$ cat src/rtl/coal_pkg.sv
package coal_pkg;
    localparam int SEC_LOG  = 5;
    localparam int LINE_LOG = 7;
    localparam int SEC_PER_LINE = 1 << (LINE_LOG - SEC_LOG);
    localparam int SI_W = LINE_LOG - SEC_LOG;

    typedef enum logic [1:0] {
        ST_IDLE,
        ST_PICK,
        ST_ISSUE,
        ST_FINISH
    } coal_state_e;
endpackage

$ cat src/rtl/coal_first_lane.sv
module coal_first_lane #(
    parameter int N = 32,
    localparam int IW = $clog2(N)
) (
    input  logic [N-1:0]  vec,
    output logic          found,
    output logic [IW-1:0] idx
);
    always_comb begin
        found = |vec;
        idx   = '0;
        for (int i = N - 1; i >= 0; i--) begin
            if (vec[i]) idx = IW'(i);
        end
    end
endmodule

$ cat src/rtl/coal_sec_pick.sv
module coal_sec_pick #(
    parameter int N = 4,
    localparam int IW = $clog2(N)
) (
    input  logic [N-1:0]  left,
    output logic [N-1:0]  onehot,
    output logic [IW-1:0] idx
);
    assign onehot = left & (~left + 1'b1);

    always_comb begin
        idx = '0;
        for (int i = N - 1; i >= 0; i--) begin
            if (left[i]) idx = IW'(i);
        end
    end
endmodule

$ cat src/rtl/coal_lane_cmp.sv
module coal_lane_cmp
    import coal_pkg::*;
#(
    parameter int LANES  = 32,
    parameter int ADDR_W = 32,
    localparam int LINE_W = ADDR_W - LINE_LOG
) (
    input  logic [LANES*ADDR_W-1:0] addrs,
    input  logic [LANES-1:0]        pend,
    input  logic [LINE_W-1:0]       ref_line,
    input  logic [SEC_PER_LINE-1:0] sec_sel,
    output logic [LANES-1:0]        line_hit,
    output logic [LANES-1:0]        sec_hit,
    output logic [SEC_PER_LINE-1:0] line_secs
);
    logic [SI_W-1:0] lane_sec [LANES];

    for (genvar g = 0; g < LANES; g++) begin : g_lane
        logic [ADDR_W-1:0] a;
        assign a           = addrs[g*ADDR_W +: ADDR_W];
        assign lane_sec[g] = a[LINE_LOG-1:SEC_LOG];
        assign line_hit[g] = pend[g] && (a[ADDR_W-1:LINE_LOG] == ref_line);
        assign sec_hit[g]  = line_hit[g] && sec_sel[a[LINE_LOG-1:SEC_LOG]];
    end

    always_comb begin
        line_secs = '0;
        for (int i = 0; i < LANES; i++) begin
            if (line_hit[i]) line_secs[lane_sec[i]] = 1'b1;
        end
    end
endmodule

$ cat src/rtl/warp_coalescer.sv
module warp_coalescer
    import coal_pkg::*;
#(
    parameter int LANES  = 32,
    parameter int ADDR_W = 32,
    localparam int CNT_W  = $clog2(LANES + 1),
    localparam int IW     = $clog2(LANES),
    localparam int LINE_W = ADDR_W - LINE_LOG
) (
    input  logic                    clk,
    input  logic                    rst_n,
    input  logic                    req_valid,
    output logic                    req_ready,
    input  logic [LANES*ADDR_W-1:0] req_addr,
    input  logic [LANES-1:0]        req_active,
    output logic                    sec_valid,
    input  logic                    sec_ready,
    output logic [ADDR_W-1:0]       sec_addr,
    output logic [SEC_PER_LINE-1:0] sec_mask,
    output logic [LANES-1:0]        sec_lanes,
    output logic                    done,
    output logic [CNT_W-1:0]        txn_count
);
    coal_state_e state_q, state_d;

    logic [LANES*ADDR_W-1:0] addr_q;
    logic [LANES-1:0]        pend_q;
    logic [LINE_W-1:0]       line_q;
    logic [SEC_PER_LINE-1:0] lmask_q, left_q;
    logic [CNT_W-1:0]        cnt_q;

    logic                    first_found;
    logic [IW-1:0]           first_idx;
    logic [LINE_W-1:0]       pick_line, ref_line;
    logic [SEC_PER_LINE-1:0] cur_oh, line_secs;
    logic [SI_W-1:0]         cur_idx;
    logic [LANES-1:0]        line_hit, sec_hit;
    logic                    take, last_sec;

    coal_first_lane #(.N(LANES)) u_first (
        .vec   (pend_q),
        .found (first_found),
        .idx   (first_idx)
    );

    coal_sec_pick #(.N(SEC_PER_LINE)) u_sec (
        .left   (left_q),
        .onehot (cur_oh),
        .idx    (cur_idx)
    );

    assign pick_line = addr_q[int'(first_idx)*ADDR_W + LINE_LOG +: LINE_W];
    assign ref_line  = (state_q == ST_PICK) ? pick_line : line_q;

    coal_lane_cmp #(.LANES(LANES), .ADDR_W(ADDR_W)) u_cmp (
        .addrs     (addr_q),
        .pend      (pend_q),
        .ref_line  (ref_line),
        .sec_sel   (cur_oh),
        .line_hit  (line_hit),
        .sec_hit   (sec_hit),
        .line_secs (line_secs)
    );

    assign take     = (state_q == ST_ISSUE) && sec_ready;
    assign last_sec = (left_q == cur_oh);

    always_comb begin
        state_d = state_q;
        unique case (state_q)
            ST_IDLE:   if (req_valid) state_d = ST_PICK;
            ST_PICK:   state_d = first_found ? ST_ISSUE : ST_FINISH;
            ST_ISSUE:  if (take && last_sec) state_d = ST_PICK;
            ST_FINISH: state_d = ST_IDLE;
            default:   state_d = ST_IDLE;
        endcase
    end

    always_ff @(posedge clk or negedge rst_n) begin
        if (!rst_n) begin
            state_q <= ST_IDLE;
            addr_q  <= '0;
            pend_q  <= '0;
            line_q  <= '0;
            lmask_q <= '0;
            left_q  <= '0;
            cnt_q   <= '0;
        end else begin
            state_q <= state_d;
            if (state_q == ST_IDLE && req_valid) begin
                addr_q <= req_addr;
                pend_q <= req_active;
                cnt_q  <= '0;
            end
            if (state_q == ST_PICK && first_found) begin
                line_q  <= pick_line;
                lmask_q <= line_secs;
                left_q  <= line_secs;
            end
            if (take) begin
                pend_q <= pend_q & ~sec_hit;
                left_q <= left_q & ~cur_oh;
                cnt_q  <= cnt_q + 1'b1;
            end
        end
    end

    always_comb begin
        req_ready = 1'b0;
        sec_valid = 1'b0;
        done      = 1'b0;
        unique case (state_q)
            ST_IDLE:   req_ready = 1'b1;
            ST_PICK:   ;
            ST_ISSUE:  sec_valid = 1'b1;
            ST_FINISH: done = 1'b1;
            default:   ;
        endcase
    end

    assign sec_addr  = {line_q, cur_idx, {SEC_LOG{1'b0}}};
    assign sec_mask  = lmask_q;
    assign sec_lanes = sec_hit;
    assign txn_count = cnt_q;


    sec_hold_chk: assert property (@(posedge clk) disable iff (!rst_n)
        sec_valid && !sec_ready |=> sec_valid && $stable(sec_addr)
            && $stable(sec_mask) && $stable(sec_lanes));


    busy_after_accept_chk: assert property (@(posedge clk) disable iff (!rst_n)
        req_valid && req_ready |=> !req_ready);


    done_pulse_chk: assert property (@(posedge clk) disable iff (!rst_n)
        done |=> !done && req_ready);


    lanes_nonempty_chk: assert property (@(posedge clk) disable iff (!rst_n)
        sec_valid |-> (sec_lanes != '0) && (sec_addr[SEC_LOG-1:0] == '0));


    mask_covers_chk: assert property (@(posedge clk) disable iff (!rst_n)
        sec_valid |-> sec_mask[sec_addr[LINE_LOG-1:SEC_LOG]]);


    ready_excl_chk: assert property (@(posedge clk) disable iff (!rst_n)
        !(req_ready && (sec_valid || done)));
endmodule

$ cat config.mk
export PLATFORM = sky130hd
export DESIGN_NAME = warp_coalescer
export DESIGN_NICKNAME = d
export VERILOG_FILES = /design/src/rtl/coal_pkg.sv /design/src/rtl/coal_first_lane.sv /design/src/rtl/coal_sec_pick.sv /design/src/rtl/coal_lane_cmp.sv /design/src/rtl/warp_coalescer.sv
export SDC_FILE = /design/constraint.sdc
export NUM_CORES = 2
export LEC_CHECK = 0
export ABC_AREA = 1
export ABC_CLOCK_PERIOD_IN_PS = 6300
export CORE_MARGIN = 3
export CORE_UTILIZATION = 35
export DETAILED_ROUTE_END_ITERATION = 10
export MAX_ROUTING_LAYER = met4
export PLACE_DENSITY = 0.56
export SYNTH_ARGS = -nofsm -noshare
export SYNTH_HDL_FRONTEND = slang
export SYNTH_HIERARCHICAL = 1
export SYNTH_SLANG_ARGS = --single-unit
$ cat constraint.sdc
create_clock -name clk -period 6.3 [get_ports clk]
set_input_delay 1.26 -clock clk [delete_from_list [all_inputs] [get_ports clk]]
set_output_delay 1.26 -clock clk [all_outputs]
set_load 0.02 [all_outputs]
==> impl_metrics.json <==
{
  "status": "finished with violations",
  "violations": "setup timing",
  "synth_cells": 9953,
  "fin_util_pct": 48.6,
  "num_vias": 72908,
  "cts_root_buf": "clkbuf_16",
  "cts_tree": "built",
  "fill_cells": 17605,
  "design_area_mm2": 0.0837,
  "path_clk_slew_ns": 0.06,
  "initial_utilization_pct": 35.4,
  "ios": 1137,
  "antenna_found_initial": 25,
  "slew-limit-headroom_pct": 30.3,
  "timing_hold_violations_final": 0,
  "clk_latency_ns": 0.79,
  "finalSetupViolCount": 32,
  "cts_buffers": 101,
  "cp_max_fo": 7,
  "fin_tns_setup_ns": -45.25,
  "reg2reg_to": "left_q[0]",
  "cp_common_cell": "nand2_1",
  "fmax_ghz": 0.127,
  "r2r_slack_ns": 0.04,
  "required_ns": 5.04,
  "io_buffers": 971,
  "critPathLaunchType": "flip-flop",
  "skew_ns": 0.0505,
  "final_antenna_net_count": 0,
  "final-instance-count-excl-fill": 13620,
  "grt_setup_unrepaired": "yes",
  "timing.final.ws_setup_ns": -1.57,
  "cp-end-kind": "output pin",
  "worstSetupPathType": "reg -> out",
  "crit_slowest_cell": "dfrtp_1",
  "die_w_um": 423,
  "dp_hpwl_um": 321000,
  "rows": 152,
  "post_drt_via_cell_ratio": 5.35,
  "wl_per_cell_um": 29.5,
  "grt-ovfl-total": 0,
  "r2r_start": "pend_q[30]",
  "crit_end": "sec_lanes[20]",
  "drtIter0Drc": 8678,
  "period_share_pct": 125,
  "power-per-cell-area_mw_per_mm2": 738,
  "hold_slack_ns": 0.478,
  "drive_gt1_share_pct": 11.8,
  "grt_max_degree": 208,
  "cpPeakStageDelay_ns": 0.38,
  "h-tree-depth": 3,
  "drt_pass1_iterations": 7,
  "place_ws_ns": -1.24,
  "synth_area_mm2": 0.0609,
  "grt_usage_pct": 44.8,
  "grt_first_pass_wirelength_um": 549000,
  "maxCapViolCount": 0,
  "syn_avg_cell_area_um2": 6.12,
  "leakage_nw": 43.4,
  "placed_cells": 13364,
  "postRouteWirelength_um": 402000,
  "die-area_mm2": 0.179,
  "r2r_cells": 61,
  "drv_slew": 0,
  "power.total_mw": 61.8,
  "hold_class": "reg -> reg",
  "clock_path_buffers": 3,
  "grt_pass1_vias": 69832,
  "drc": 0,
  "nets": 12269,
  "synth_warnings": 6,
  "arrival_ns": 6.61,
  "die_h_um": 423,
  "gp_congestion": 1.09,
  "ir_drop_v": 0.000423,
  "tightest_slew_ns": 1.05,
  "area_growth_pct": 37.4,
  "min_period_ns": 7.87,
  "dpl-instance-area_mm2": 0.0774,
  "cts.sinks": 937,
  "core_area_mm2": 0.172,
  "worstSetupStartpoint": "pend_q[30]"
}
==> area by class of cell <==
cell class / instances / area, um^2 / area share (%)
clock buffers: 141 / 2930 / 3.50
clock inverters: 45 / 453 / 0.541
diodes: 23 / 57.6 / 0.0688
inverters: 785 / 3070 / 3.67
repair buffers: 1724 / 17700 / 21.2
flip-flops and latches: 937 / 23400 / 28.0
well taps: 2310 / 2890 / 3.45
multi-input cells: 7654 / 33100 / 39.6
repair inverters: 1 / 8.76 / 0.0105
==> metal layers <==
layer  vias up  GRT usage [%]  wire (um)
li1      32727              -          -
met1     34952           52.6     152000
met2      4036           69.1     182000
met3      1193           8.07      31500
met4         0           32.5      36700
met5         -              -          0
==> how the worst min path moves through the flow <==
| stage | to | cells past startpoint | from | slack [ns] |
|---|---|---|---|---|
| 5_1_grt | sec_mask[1] | 2 | sec_mask[1] | 0.52 |
| 6_report | sec_mask[0] | 2 | sec_mask[0] | 0.48 |
| 3_3_place_gp | sec_mask[0] | 2 | sec_mask[0] | 0.46 |
| 3_5_place_dp | sec_mask[0] | 2 | sec_mask[0] | 0.46 |
| 4_1_cts | sec_mask[0] | 2 | sec_mask[0] | 0.48 |
| 2_1_floorplan | addr_q[613] | 2 | addr_q[613] | 0.45 |
==> power breakdown <==
part | total (mW) | internal, mW | switching [mW] | leakage (nW)
logic | 41.3 | 14.2 | 27.1 | 30.1
registers | 14.2 | 8.78 | 5.45 | 11.7
clock network | 6.22 | 3.47 | 2.75 | 1.66
total | 61.8 | 26.5 | 35.3 | 43.4
==> repair_timing <==
item,4_1_cts,5_1_grt
resized for setup,427,131
setup endpoints to repair,46,66
gates cloned,11,1
pin swaps,35,26
buffers inserted,20,16
hold buffers,0,0
==> flip-flops by register name, indices dropped and copies added (netlist names) <==
register and count:
left_q 4, state_q 2, addr_q 864, pend_q 32, txn_count 6, sec_mask 4, line_q 25
==> cells in the final DEF, fill, tap and decap left out, types with 17 or more instances in the layout <==
cell type and instances:
a21oi_1 30, buf_12 128, buf_4 552, buf_6 51, buf_8 26, clkbuf_1 17, clkbuf_16 104, clkbuf_8 21
clkdlybuf4s50_1 938, dfrtp_1 937, diode_2 23, inv_1 735, inv_2 23, nand2_1 5617, nand2_2 51, nand3_1 708
nand3_2 146, nand3_4 17, nand4_1 67, nor2_1 463, nor2_2 55, o211ai_1 21, o21ai_0 168, o21ai_1 21
xnor2_1 149
==> critical path, delay by kind of cell, from the launching register on <==
| family | cells | cell delay [ns] |
|---|---|---|
| DFF | 1 | 0.38 |
| AOI/OAI and AO/OA | 2 | 0.39 |
| and+or+nand+nor | 44 | 3.45 |
| buffers and inverters | 10 | 1.57 |
(Power assumes the default switching activity.)
